[src/rtl/cw_engine_pkg.sv]
package cw_engine_pkg;
  localparam int DATA_W    = 16;
  localparam int NUM_REGS  = 4;
  localparam int REG_IDX_W = $clog2(NUM_REGS);
  localparam int ADDR_W    = 5;
  localparam int DEPTH     = 1 << ADDR_W;

  typedef enum logic [1:0] {
    OP_ADD  = 2'd0,
    OP_SUB  = 2'd1,
    OP_PASS = 2'd2,
    OP_LOAD = 2'd3
  } op_e;

  // Field order fixes the bit layout (MSB first).
  typedef struct packed {
    logic                 stop;
    logic                 jump;
    logic [ADDR_W-1:0]    target;
    op_e                  opSel;
    logic [REG_IDX_W-1:0] selB;
    logic [REG_IDX_W-1:0] selA;
    logic [NUM_REGS-1:0]  wrEn;
  } ctrl_word_t;

  // Strobes handed from the sequencer to the datapath.
  typedef struct packed {
    logic [NUM_REGS-1:0]  wrEn;
    logic [REG_IDX_W-1:0] selA;
    logic [REG_IDX_W-1:0] selB;
    op_e                  opSel;
  } dp_strobe_t;

  localparam int CW_W = $bits(ctrl_word_t);
endpackage

[src/rtl/cw_sequencer.sv]
module cw_sequencer
  import cw_engine_pkg::*;
(
  input  logic                    clk,
  input  logic                    rst,
  input  logic                    start,
  input  logic                    cwWrEn,
  input  logic [ADDR_W-1:0]       cwWrAddr,
  input  logic [CW_W-1:0]         cwWrData,
  output logic                    busy,
  output logic                    done,
  output logic [CW_W-1:0]         ctrlBus,
  output dp_strobe_t              strobe
);
  ctrl_word_t        cwMem [DEPTH];
  ctrl_word_t        cwQ;
  logic [ADDR_W-1:0] pcQ;
  logic              activeQ;
  logic              doneQ;

  logic              launch;
  logic              advance;
  logic [ADDR_W-1:0] nextAddr;
  logic [ADDR_W-1:0] fetchAddr;

  always_comb begin
    launch    = !activeQ && start;
    advance   = activeQ && !cwQ.stop;
    nextAddr  = cwQ.jump ? cwQ.target : ADDR_W'(pcQ + 1'b1);
    fetchAddr = launch ? '0 : nextAddr;
  end

  always_ff @(posedge clk) begin
    if (cwWrEn) cwMem[cwWrAddr] <= ctrl_word_t'(cwWrData);
  end

  always_ff @(posedge clk) begin
    if (rst) begin
      activeQ <= 1'b0;
      doneQ   <= 1'b0;
      pcQ     <= '0;
      cwQ     <= '0;
    end else begin
      doneQ <= activeQ && cwQ.stop;
      if (launch || advance) begin
        cwQ <= cwMem[fetchAddr];
        pcQ <= fetchAddr;
      end
      if (launch) activeQ <= 1'b1;
      else if (activeQ && cwQ.stop) activeQ <= 1'b0;
    end
  end

  always_comb begin
    strobe.wrEn  = activeQ ? cwQ.wrEn : '0;
    strobe.selA  = cwQ.selA;
    strobe.selB  = cwQ.selB;
    strobe.opSel = cwQ.opSel;
    ctrlBus      = activeQ ? CW_W'(cwQ) : '0;
    busy         = activeQ;
    done         = doneQ;
  end


  launch_fetch_chk: assert property (@(posedge clk) disable iff (rst)
    (!activeQ && start) |=> (activeQ && pcQ == '0));


  seq_step_chk: assert property (@(posedge clk) disable iff (rst)
    (activeQ && !cwQ.stop && !cwQ.jump) |=> (pcQ == ADDR_W'($past(pcQ) + 1'b1)));


  jump_target_chk: assert property (@(posedge clk) disable iff (rst)
    (activeQ && !cwQ.stop && cwQ.jump) |=> (pcQ == $past(cwQ.target)));


  stop_retire_chk: assert property (@(posedge clk) disable iff (rst)
    (activeQ && cwQ.stop) |=> (!activeQ && doneQ));


  done_single_chk: assert property (@(posedge clk) disable iff (rst)
    doneQ |=> !doneQ);
endmodule

[src/rtl/cw_datapath.sv]
module cw_datapath
  import cw_engine_pkg::*;
(
  input  logic                       clk,
  input  logic                       rst,
  input  dp_strobe_t                 strobe,
  input  logic [DATA_W-1:0]          dataIn,
  output logic [NUM_REGS*DATA_W-1:0] regView
);
  logic [DATA_W-1:0] regFile [NUM_REGS];
  logic [DATA_W-1:0] opA;
  logic [DATA_W-1:0] opB;
  logic [DATA_W-1:0] result;

  always_comb begin
    opA = regFile[strobe.selA];
    opB = regFile[strobe.selB];
    unique case (strobe.opSel)
      OP_ADD:  result = opA + opB;
      OP_SUB:  result = opA - opB;
      OP_PASS: result = opA;
      default: result = dataIn;
    endcase
  end

  always_ff @(posedge clk) begin
    for (int i = 0; i < NUM_REGS; i++) begin
      if (rst)                 regFile[i] <= '0;
      else if (strobe.wrEn[i]) regFile[i] <= result;
    end
  end

  for (genvar g = 0; g < NUM_REGS; g++) begin : g_view
    assign regView[g*DATA_W +: DATA_W] = regFile[g];
  end


  idle_hold_chk: assert property (@(posedge clk) disable iff (rst)
    (strobe.wrEn == '0) |=> $stable(regView));


  load_path_chk: assert property (@(posedge clk) disable iff (rst)
    (strobe.wrEn[0] && strobe.opSel == OP_LOAD) |=> (regView[DATA_W-1:0] == $past(dataIn)));
endmodule

[src/rtl/cw_engine_top.sv]
module cw_engine_top
  import cw_engine_pkg::*;
(
  input  logic                       clk,
  input  logic                       rst,
  input  logic                       start,
  input  logic                       cwWrEn,
  input  logic [ADDR_W-1:0]          cwWrAddr,
  input  logic [CW_W-1:0]            cwWrData,
  input  logic [DATA_W-1:0]          dataIn,
  output logic                       busy,
  output logic                       done,
  output logic [CW_W-1:0]            ctrlBus,
  output logic [NUM_REGS*DATA_W-1:0] regView
);
  dp_strobe_t strobe;

  cw_sequencer u_seq (
    .clk      (clk),
    .rst      (rst),
    .start    (start),
    .cwWrEn   (cwWrEn),
    .cwWrAddr (cwWrAddr),
    .cwWrData (cwWrData),
    .busy     (busy),
    .done     (done),
    .ctrlBus  (ctrlBus),
    .strobe   (strobe)
  );

  cw_datapath u_dp (
    .clk     (clk),
    .rst     (rst),
    .strobe  (strobe),
    .dataIn  (dataIn),
    .regView (regView)
  );
endmodule

[config.mk]
export PLATFORM = sky130hd
export DESIGN_NAME = cw_engine_top
export DESIGN_NICKNAME = d
export VERILOG_FILES = /design/src/rtl/cw_engine_pkg.sv /design/src/rtl/cw_sequencer.sv /design/src/rtl/cw_datapath.sv /design/src/rtl/cw_engine_top.sv
export SDC_FILE = /design/constraint.sdc
export NUM_CORES = 1
export LEC_CHECK = 0
export BUFFER_PORTS_ARGS = -buffer_cell sky130_fd_sc_hd__clkbuf_2
export CORE_UTILIZATION = 40
export CTS_BUF_LIST = sky130_fd_sc_hd__clkbuf_4
export CTS_CLUSTER_DIAMETER = 60
export DETAILED_ROUTE_END_ITERATION = 16
export SLEW_MARGIN = 20
export SYNTH_ARGS = -nofsm -noshare
export SYNTH_HDL_FRONTEND = slang
export SYNTH_SLANG_ARGS = --single-unit
[constraint.sdc]
create_clock -name clk -period 6.05 [get_ports clk]
set_input_delay 1.21 -clock clk [delete_from_list [all_inputs] [get_ports clk]]
set_output_delay 1.21 -clock clk [all_outputs]
set_load 0.02 [all_outputs]
* Word level (Yosys, flattened, before mapping) *
Memories as Yosys holds them, arrays and structs flattened. A register that Yosys moved wholly into a read port is not among the register bits.
Index checks and enable logic that the tools add are counted.

storage, ports and cells
  flip-flop bits (word level) = 7
  output and inout bits = 83
  bits of input ports = 42
  memories = 2
  logic and storage cells = 49
  RAM bits = 608

memories
  memory        depth  width  rd ports  clocked after Yosys merged registers in  wr ports  line                text
  u_seq.cwMem   32     17     1         1                                        1         cw_sequencer.sv:15  ctrl_word_t cwMem [DEPTH];
  u_dp.regFile  4      16     6         0                                        4         cw_datapath.sv:10   logic [DATA_W-1:0] regFile [NUM_REGS];

operators by class
  bitwise logic cells = 4
  eq/ne operators = 2
  multiplexer cells = 27
  $add $sub $neg = 3
  reductions and logical operators = 8

operator list
  operator                                        number
  two-way mux 16 bit                              4
  one-hot mux 16 bit (3 select lines)             1
  two-way mux 1 bit                               18
  two-way mux 17 bit                              1
  adder 16 bit                                    1
  subtractor 16 bit                               1
  two-way mux 5 bit                               2
  adder 5 x 1 -> 5 bit (second input constant)    1
  two-way mux 4 bit                               1
  bitwise OR 1 bit                                4
  logical AND 1 bit                               3
  == test 2 x 1 -> 1 bit (second input constant)  1
  == test 2 bit (second input constant)           1
  logical NOT 1 bit                               2
  logical NOT 2 bit                               1
  nonzero test 2 bit                              1
  logical OR 1 bit                                1

* Longest topological paths before layout *
Gate-level depths: netlist of the first run.

  word-level depth = 5
  gate-level depth with buffers = 18
  mapped depth without buffers = 17

* Hierarchy *
From an unflattened synthesis of the first run, not the netlist that was laid out.

unflattened totals
  cells, all modules = 2,005
  area, all modules = 27,156.0 sq um

modules (own cells, without submodules)
  module        area an instance (sq um)  times used  cells each  sequential area each (sq um)
  cw_sequencer  22,629.2                  1           1,597       16,816.1
  cw_datapath   4,526.8                   1           408         1,921.8

* Worst setup path after synthesis of the first run *
OpenSTA, ideal clock, no wires.

  path type = register to register
  from = memory u_dp.regFile[3][0]
  to = memory u_dp.regFile[0][11] (data pin)
  buffers on the path = 0
  cell stages (with the launch flop) = 15
  slack = 2.148 ns
  arrival = 3.634 ns
  data required time = 5.782 ns
  path through = edfxtp_1 mux4_2 or4_4 inv_1 nand2_1 o21ai_0 xor2_1 ha_1 and4_1 a21o_1 or3_1 a21oi_1 xnor2_1 o21ai_0 nor2_1

RTL lines
  item             line
  start, declared  cw_datapath.sv:10

==> results of run 1 <==
[routing by layer]
metal	wire length [um]	GRT usage, %	vias up
li1	-	-	8706
met1	30700	27.4	9174
met2	34700	33.9	738
met3	5030	4.31	115
met4	1480	7.74	0
met5	0	0	-
[final cells by class]
cell class	count	area share [%]
Antenna cell	9	0.0724
Clock buffer	265	6.40
Clock inverter	28	0.853
Inverter	11	0.133
Multi-Input combinational cell	1490	25.2
Sequential cell	632	60.3
Tap cell	873	3.51
Timing Repair Buffer	179	3.60
[per-stage QoR]
stage	total power [W]	hold slack [ps]	setup WS [ps]
after floorplan	0.00722	448	2150
after global placement	0.00809	463	1200
after detailed placement	0.00813	463	1170
after CTS	0.0120	472	1130
after global routing	0.0126	513	786
final	0.0120	478	1170
[power by group through the flow]
stage                     combinational [W]  sequential, W  clock, W
after floorplan                     0.00210        0.00512         0
after CTS                           0.00302        0.00503   0.00399
after detailed placement            0.00301        0.00512         0
after global placement              0.00298        0.00511         0
after global routing                0.00333        0.00504   0.00422
final                               0.00303        0.00503   0.00390
[worst reg2reg max path: cells and delay by family (launching register included)]
kind	cells	cell delay, ps
AO/OA/AOI/OAI	5	1330
XOR/XNOR	2	290
adder cells (fa/ha/maj)	1	380
buffers and inverters	1	370
flip-flops	1	660
multiplexers	1	630
AND/OR/NAND/NOR	5	940
[layout by cell type (no fill, tap or decap), types with 11 or more instances in the layout]
cell type,netlist,layout
inv_1,11,11
buf_4,4,48
nand3_1,358,358
ha_1,17,17
nor2_2,1,17
o211ai_1,54,54
edfxtp_1,608,608
and2_1,17,17
nor2_1,136,118
clkinv_1,0,13
mux2i_1,16,16
nand2_1,642,642
mux4_2,32,32
clkbuf_4,0,265
o21ai_0,55,55
xnor2_1,17,17
clkbuf_2,0,124
dfxtp_1,24,24
a21oi_1,39,39
[sequential cells by signal, indices dropped and copies added, names as in the netlist]
| signal | cells |
|---|---|
| u_seq.busy | 1 |
| u_seq.pcQ | 5 |
| u_seq.cwQ | 11 |
| u_seq.strobe | 6 |
| u_dp.regFile | 64 |
| u_seq.done | 1 |
| u_seq.cwMem | 544 |
[final timing paths]
kind,startpoint,slack [ps],endpoint,cells after the start
worst max-delay path,u_seq.strobe[2]$_SDFFE_PP0P_,1170,u_dp.regFile[2][15]$_SDFFCE_PN0P_,15
worst max register to register,u_seq.strobe[2]$_SDFFE_PP0P_,1170,u_dp.regFile[2][15]$_SDFFCE_PN0P_,15
worst min-delay path,u_seq.pcQ[4]$_SDFFE_PP0P_,480,u_seq.pcQ[4]$_SDFFE_PP0P_,2
worst min register to register,u_seq.pcQ[4]$_SDFFE_PP0P_,480,u_seq.pcQ[4]$_SDFFE_PP0P_,2
[kinds of logic after synthesis]
| logic type | Yosys count | share of synthesized area, % |
|---|---|---|
| compound gates | 178 | 4.08 |
| xor+xnor | 26 | 0.840 |
| fa+ha+maj | 18 | 0.859 |
| buf+inv | 156 | 2.28 |
| flops | 632 | 69.1 |
| mux | 52 | 3.42 |
| simple gates | 1216 | 19.4 |
==> run_results.csv, run 1 <==
group,metric,value,unit
run_status,status,"complete, no violations",
finish,multi_input_area,7830,sq um
yosys,synth_cells,2278,
sta,rsz0062_at_grt,"no",
yosys,yosysMostFrequentCell,"nand2_1",
global_routing,grt_pass1_wl,108000,um
die,ios,125,
power_and_ir_drop,clockPowerShare,32.6,%
place,placed_cell_area,28800,sq um
worst_setup_path,crit_family,"compound AO/OA/AOI/OAI gates",
sta,tns,0,ps
yosys,synthFlopType,"edfxtp_1",
power_and_ir_drop,seq_power_share,42.1,%
worst_setup_path,critPathRequiredTime,6710,ps
yosys,synthTopCellsByCount,"nand2_1 (642), edfxtp_1 (608), nand3_1 (358)",
finish,design_area,31100,sq um
sta,slew_violations,0,
worst_setup_path,crit_type,"reg2reg",
yosys,yosysTopAreaCell,"edfxtp_1",
die,rows,95,
clock_network,clock_path_buffers,3,
yosys,netlist_area,27100,sq um
route,drc_errors,0,
worst_setup_path,crit_top_cell,"o21ai_0",
yosys,ys_async_sr_fraction,0,%
place,io_buffers,124,
worst_setup_path,max_stage_delay,660,ps
route,wire_per_inst,20.6,um
route,post_drt_via_cell_ratio,5.37,
die,die_height,262,um
yosys,syn_nets,2338,
global_routing,track_usage,20.8,%
global_routing,grt_pass1_vias,18100,
power_and_ir_drop,power.share.switching,32.0,%
yosys,syn_area_per_cell,11.9,sq um
die,fp.coreArea,67200,sq um
clock_network,htreeDepth,4,
yosys,ys_seq_area_share,69.1,%
clock_network,cts_resized,0,
place,placed_cells,3185,
sta,min_period_over_period,80.7,%
power_and_ir_drop,switching_power,0.00383,W
die,die_w,262,um
route,num_vias,18700,
worst_setup_path,cp-end-kind,"flip-flop",
flow_run,drv_cap,0,
sta,tightestPinTransition,1070,ps
sta,timing.final.crit_period,4880,ps
clock_network,root_buffer,"clkbuf_4",
finish,drive_gt1_share,20.5,%
die,initial_core_util,40.4,%
global_routing,antenna_found_initial,2,
die,die-area,68800,sq um
yosys,synth_warnings,0,
sta,skew,80.4,ps
yosys,synth_seq_cells,632,
power_and_ir_drop,vdd_drop_max,0.217,mV
worst_setup_path,cpMaxStageDelayCell,"dfxtp_1",
yosys,yosys.area.top_type_share,67.4,%
finish,syn_to_final_growth,14.7,%
clock_network,clk_latency,990,ps
route,antenna_left,0,
power_and_ir_drop,power_frac_comb,25.3,%
clock_network,post_cts_buffers,0,
worst_setup_path,critPathMaxFanout,11,
sta,finalHoldViolCount,0,
power_and_ir_drop,power_leakage,11.5,nW
clock_network,cts.sink_count,632,
place,hpwl,41000,um
sta,fmax,205,MHz
global_routing,grt_start_max_net_pins,131,
yosys,synth_area_leaders,"edfxtp_1 (67%), nand2_1 (8.9%), nand3_1 (6.6%), mux4_2 (2.7%), nor2_1 (1.9%)",
sta,max_slew_margin,28.5,%
clock_network,cts-buffers-inserted,167,
route,drt_iter0_drc,1775,
worst_setup_path,start_kind,"flip-flop",
clock_network,cts_tree,"built",
power_and_ir_drop,intPower,0.00813,W
finish,final_core_util,46.3,%
finish,seqCellArea,18700,sq um
hold_path,hold_path_class,"reg2reg",
worst_setup_path,path_buf_inv,1,
place,gp_congestion,0.876,
route,firstDrtPassIters,5,
sta,final-setup-viol-count,0,
yosys,post_synth_num_cell_types,54,
finish,instances_no_fill,3487,
worst_setup_path,crit_chain,"buf_4 -> mux4_2 -> nor4_2 -> nand2_1 -> o21ai_0 -> xor2_1 -> ha_1 -> and4_1 -> a21o_1 -> o21ai_0 -> a31oi_1 -> a211oi_1 -> xnor2_1 -> nor2_2 -> nor3_1",
finish,nFillCells,6119,
clock_network,cts_hold_buf,0,
global_routing,gr-total-overflow,0,
worst_setup_path,cp_data_arrival_time,5540,ps
clock_network,clkTransAtPathRegs,60,ps
route,postRouteWirelength,71900,um
finish,finalNetCount,2541,
yosys,synth_edf_count,608,
power_and_ir_drop,power_density,384,nW/um^2
No activity file was read; power rests on OpenSTA's default activity.
==> run 2, diff against run 1 <==
==> constraint.sdc (replaced) <==
create_clock -name clk -period 4.25 [get_ports clk]
set_input_delay 0.85 -clock clk [delete_from_list [all_inputs] [get_ports clk]]
set_output_delay 0.85 -clock clk [all_outputs]
set_load 0.02 [all_outputs]
==> run_results.csv, run 2 (same netlist as run 1, synthesis figures left out) <==
group,metric,value,unit
worst_setup_path,start_kind,"flip-flop",
route,firstDrtPassIters,6,
finish,syn_to_final_growth,16.6,%
clock_network,clkTransAtPathRegs,70,ps
sta,timing.final.crit_period,4230,ps
route,drt_iter0_drc,1592,
clock_network,htreeDepth,4,
place,place_ws,-237,ps
clock_network,cts-buffers-inserted,166,
power_and_ir_drop,intPower,0.0117,W
sta,slew_violations,0,
die,fp.coreArea,67200,sq um
die,initial_core_util,40.4,%
global_routing,track_usage,21.1,%
global_routing,grt_start_max_net_pins,95,
global_routing,gr-total-overflow,0,
sta,setup_ws,15.4,ps
finish,regMostFlops,"u_seq.cwMem",
finish,final_cell_mix,"nand2_1 (637), edfxtp_1 (608), nand3_1 (358)",
finish,mostFrequentLayoutCell,"nand2_1",
clock_network,root_buffer,"clkbuf_4",
finish,multi_input_area,7940,sq um
finish,finalNetCount,2591,
sta,final-setup-viol-count,0,
place,gp_congestion,0.872,
clock_network,clock_path_buffers,3,
sta,max_slew_margin,29.5,%
sta,finalHoldViolCount,0,
run_status,status,"complete, no violations",
die,ios,125,
worst_setup_path,r2r-end,"u_dp.regFile[2][15]$_SDFFCE_PN0P_",
sta,min_period_over_period,99.6,%
sta,rsz0062_at_grt,"yes",
power_and_ir_drop,seq_power_share,41.2,%
sta,tns,0,ps
worst_setup_path,critPathMaxFanout,8,
power_and_ir_drop,vdd_drop_max,0.295,mV
clock_network,cts.sink_count,632,
power_and_ir_drop,switching_power,0.00568,W
power_and_ir_drop,power_frac_comb,27.9,%
clock_network,clk_latency,1000,ps
sta,skew,74.8,ps
flow_run,drv_cap,0,
power_and_ir_drop,power,0.0173,W
sta,fmax,236,MHz
worst_setup_path,critPathRequiredTime,4930,ps
worst_setup_path,cp_data_arrival_time,4910,ps
route,antenna_left,0,
die,die_height,262,um
route,wire_per_inst,20.6,um
finish,drive_gt1_share,22.5,%
route,drc_errors,0,
worst_setup_path,timing.rr.start,"u_seq.strobe[2]$_SDFFE_PP0P_",
worst_setup_path,startpoint,"u_seq.strobe[2]$_SDFFE_PP0P_",
die,die-area,68800,sq um
finish,instances_no_fill,3540,
worst_setup_path,cp-end-kind,"flip-flop",
finish,seqCellArea,18700,sq um
global_routing,antenna_found_initial,3,
place,hpwl,43300,um
global_routing,grt_pass1_vias,18600,
power_and_ir_drop,power.share.switching,32.8,%
power_and_ir_drop,clockPowerShare,30.9,%
global_routing,grt_pass1_wl,110000,um
clock_network,cts_tree,"built",
worst_setup_path,r2r_slack,20,ps
hold_path,hold_path_class,"in2reg",
sta,tightestPinTransition,1060,ps
die,rows,95,
route,num_vias,18700,
power_and_ir_drop,power_leakage,11.8,nW
sta,holdWs,326,ps
place,placed_cells,3225,
finish,largest_register_ffs,544,
worst_setup_path,crit_type,"reg2reg",
place,io_buffers,124,
route,post_drt_via_cell_ratio,5.28,
worst_setup_path,r2r_cells,18,
worst_setup_path,crit_end,"u_dp.regFile[2][15]$_SDFFCE_PN0P_",
route,postRouteWirelength,72800,um
power_and_ir_drop,power_density,549,nW/um^2
die,die_w,262,um
finish,nFillCells,6081,
finish,top_regs,"u_seq.cwMem (544), u_dp.regFile (64), u_seq.cwQ (11)",
-- run 2: stage by stage --
step                      instance area, sq um  utilization [%]
final                                    31600             47.1
after global routing                     31600             47.1
after CTS                                31400             46.8
after detailed placement                 29200             43.5
after global placement                   29200             43.5
after floorplan                          27100                -
-- run 2: worst min path at each step --
stage / startpoint / end / depth (start not counted)
4_1_cts: dataIn[9] / u_dp.regFile[2][9]$_SDFFCE_PN0P_ / 5
3_5_place_dp: u_seq.pcQ[4]$_SDFFE_PP0P_ / u_seq.pcQ[4]$_SDFFE_PP0P_ / 2
3_3_place_gp: u_seq.pcQ[4]$_SDFFE_PP0P_ / u_seq.pcQ[4]$_SDFFE_PP0P_ / 2
5_1_grt: dataIn[15] / u_dp.regFile[3][15]$_SDFFCE_PN0P_ / 3
6_report: dataIn[9] / u_dp.regFile[2][9]$_SDFFCE_PN0P_ / 5
2_1_floorplan: u_seq.pcQ[4]$_SDFFE_PP0P_ / u_seq.pcQ[4]$_SDFFE_PP0P_ / 2
-- run 2: layout make-up --
class / instances / area share, %
inverters: 11 / 0.139
flip-flops and latches: 632 / 59.3
repair buffers: 230 / 5.07
clock inverters: 49 / 0.993
clock buffers: 249 / 5.91
diodes: 6 / 0.0475
well taps: 873 / 3.46
multi-input cells: 1490 / 25.1
-- run 2: worst max-delay path, cell delays in order, from the launching register on --
cell	delay (ps)
dfxtp_2	350
buf_12	140
mux4_2	540
or4_4	610
inv_2	60
nand2_1	50
o21ai_1	150
buf_4	160
xor2_1	150
ha_1	260
and4_1	180
a21o_1	200
o21ai_2	160
a31oi_1	130
a211oi_2	280
buf_4	160
xnor2_2	60
nor2_2	190
nor3_1	70
-- run 2: what timing repair did --
action,4_1_cts,5_1_grt
hold buffers,0,0
pin swaps,3,19
buffers inserted,2,9
setup endpoints to repair,4,28
gates resized for setup,6,30
cloned,0,0
-- run 2: power by group through the flow --
stage	registers (W)	logic [W]	clock network, W
finish	0.00714	0.00484	0.00537
CTS	0.00714	0.00469	0.00550
global route	0.00716	0.00531	0.00581
global placement	0.00727	0.00458	0
detailed placement	0.00727	0.00463	0
floorplan	0.00729	0.00298	0
-- run 2: routing by layer --
layer	global-route usage, %	share of wire [%]	vias up	wire [um]
met5	0	0	-	0
met3	4.77	6.1	136	4440
met4	8.39	2.5	0	1830
met2	34.4	49	615	35400
li1	-	-	8813	-
met1	27.5	43	9120	31200
==> run 3, diff against run 2 <==
--- a/config.mk
+++ b/config.mk
@@ -6,6 +6,7 @@
 export NUM_CORES = 1
 export LEC_CHECK = 0
 export BUFFER_PORTS_ARGS = -buffer_cell sky130_fd_sc_hd__clkbuf_2
+export CORE_MARGIN = 2
 export CORE_UTILIZATION = 40
 export CTS_BUF_LIST = sky130_fd_sc_hd__clkbuf_4
 export CTS_CLUSTER_DIAMETER = 60
==> run_results.csv, run 3 (same netlist as run 1, synthesis figures left out) <==
group,metric,value,unit
route,num_vias,18800,
worst_setup_path,cp-end-kind,"flip-flop",
sta,tightestPinTransition,1090,ps
clock_network,cts.sink_count,632,
sta,skew,76.8,ps
clock_network,cts-buffers-inserted,165,
power_and_ir_drop,power,0.0170,W
clock_network,root_buffer,"clkbuf_4",
global_routing,gr-total-overflow,0,
die,die-area,69900,sq um
finish,finalNetCount,2572,
sta,finalHoldViolCount,0,
die,die_w,264,um
route,wire_per_inst,20.6,um
finish,drive_gt1_share,21.5,%
clock_network,cts_hold_buf,0,
worst_setup_path,crit_top_cell,"a21o_1",
sta,timing.final.crit_period,4160,ps
run_status,status,"complete, no violations",
finish,multi_input_area,7920,sq um
finish,top_regs,"u_seq.cwMem (544), u_dp.regFile (64), u_seq.cwQ (11)",
global_routing,grt_pass1_wl,110000,um
worst_setup_path,critPathRequiredTime,4990,ps
finish,regMostFlops,"u_seq.cwMem",
worst_setup_path,cp_data_arrival_time,4900,ps
finish,mostFrequentLayoutCell,"nand2_1",
die,ios,125,
clock_network,clk_latency,1030,ps
hold_path,hold_path_class,"in2reg",
finish,design_area,31400,sq um
route,drc_errors,0,
sta,max_slew_margin,27.1,%
power_and_ir_drop,vdd_drop_max,0.373,mV
finish,nFillCells,6037,
global_routing,track_usage,20.8,%
clock_network,htreeDepth,4,
place,placed_cell_area,29100,sq um
sta,min_period_over_period,97.8,%
die,fp.coreArea,67200,sq um
finish,seqCellArea,18700,sq um
die,rows,95,
finish,final_cell_mix,"nand2_1 (639), edfxtp_1 (608), nand3_1 (358)",
place,hpwl,43100,um
global_routing,grt_start_max_net_pins,103,
place,gp_congestion,0.896,
clock_network,clock_path_buffers,3,
global_routing,grt_pass1_vias,18100,
finish,syn_to_final_growth,15.7,%
finish,largest_register_ffs,544,
die,die_height,264,um
worst_setup_path,max_stage_delay,610,ps
power_and_ir_drop,power.share.switching,32.7,%
global_routing,antenna_found_initial,2,
route,drt_iter0_drc,1790,
sta,final-setup-viol-count,0,
power_and_ir_drop,intPower,0.0114,W
finish,final_core_util,46.7,%
power_and_ir_drop,clockPowerShare,30.7,%
clock_network,clkTransAtPathRegs,70,ps
worst_setup_path,crit_type,"reg2reg",
worst_setup_path,cpMaxStageDelayCell,"or4_4",
route,antenna_left,0,
flow_run,drv_cap,0,
power_and_ir_drop,power_frac_comb,27.3,%
power_and_ir_drop,switching_power,0.00557,W
worst_setup_path,critPathMaxFanout,6,
worst_setup_path,start_kind,"flip-flop",
route,firstDrtPassIters,6,
place,io_buffers,124,
place,placed_cells,3214,
route,postRouteWirelength,72600,um
route,post_drt_via_cell_ratio,5.35,
power_and_ir_drop,seq_power_share,42.0,%
sta,fmax,240,MHz
worst_setup_path,crit_chain,"buf_12 -> mux4_2 -> or4_4 -> o21ai_0 -> xor2_1 -> ha_1 -> a21o_1 -> a21o_1 -> o21ai_2 -> a31oi_1 -> a211oi_1 -> buf_4 -> xnor2_2 -> nor2_4 -> nor3_2",
power_and_ir_drop,power_leakage,11.6,nW
power_and_ir_drop,power_density,543,nW/um^2
sta,slew_violations,0,
clock_network,cts_tree,"built",
die,initial_core_util,40.4,%
finish,instances_no_fill,3518,
run 3: cell count changes in the layout (fill, tap and decap cells not counted), sizes merged:
| cell | previous run | this run |
|---|---|---|
| inv | 18 | 16 |
| buf | 106 | 88 |
| clkinv | 37 | 36 |
| diode | 6 | 8 |
| clkinvlp | 2 | 3 |
| bufinv | 3 | 2 |
| clkbuf | 373 | 370 |
run 3: per-layer routing:
layer / vias to the layer above / track usage (%) / share of wire (%)
met2: 743 / 33.8 / 48
met4: 0 / 7.43 / 2.2
met5: - / 0 / 0
met3: 144 / 4.48 / 7.5
li1: 8768 / - / -
met1: 9168 / 27.6 / 42
run 3: worst max-delay path: cells and delay by family (launching register included):
family,cells,cell delay (ps)
AOI/OAI and AO/OA,6,1210
muxes,1,550
adders and majority gates,1,310
buffers and inverters,2,300
xor gates and xnor gates,2,270
DFF,1,370
and+or+nand+nor,3,860
run 3: repair_timing:
| item | CTS | global route |
|---|---|---|
| setup endpoints to repair | 4 | 16 |
| setup buffers | 0 | 4 |
| gates resized for setup | 2 | 23 |
| pin swaps | 0 | 15 |
run 3: final cells by class:
type,count,area share [%]
Antenna cell,8,0.0638
Clock buffer,246,5.89
Clock inverter,46,0.822
Inverter,11,0.132
Multi-Input combinational cell,1490,25.2
Sequential cell,632,59.8
Tap cell,873,3.48
Timing Repair Buffer,212,4.59
run 3: metrics by stage:
| step | hold WS [ps] | setup slack (ps) | setup TNS (ps) |
|---|---|---|---|
| 2_1_floorplan | 448 | 348 | 0 |
| 3_3_place_gp | 458 | 13.7 | 0 |
| 3_5_place_dp | 475 | -39.2 | -129 |
| 4_1_cts | 255 | 39.7 | 0 |
| 5_1_grt | 296 | -28.1 | -86.1 |
| 6_report | 324 | 91.8 | 0 |
run 3: power by group through the flow:
stage	logic [W]	registers (W)	clock network (W)
global placement	0.00446	0.00726	0
floorplan	0.00298	0.00729	0
finish	0.00465	0.00715	0.00522
global route	0.00511	0.00716	0.00569
CTS	0.00454	0.00714	0.00534
detailed placement	0.00451	0.00727	0
run 3: worst paths after layout:
kind                                     start                           endpoint  slack [ps]  cells after the start
hold / removal                       dataIn[8]   u_dp.regFile[1][8]$_SDFFCE_PN0P_         320                      3
hold reg to reg      u_seq.pcQ[4]$_SDFFE_PP0P_          u_seq.pcQ[4]$_SDFFE_PP0P_         480                      2
setup / recovery  u_seq.strobe[2]$_SDFFE_PP0P_  u_dp.regFile[3][15]$_SDFFCE_PN0P_          90                     15
setup reg to reg  u_seq.strobe[2]$_SDFFE_PP0P_  u_dp.regFile[3][15]$_SDFFCE_PN0P_          90                     15
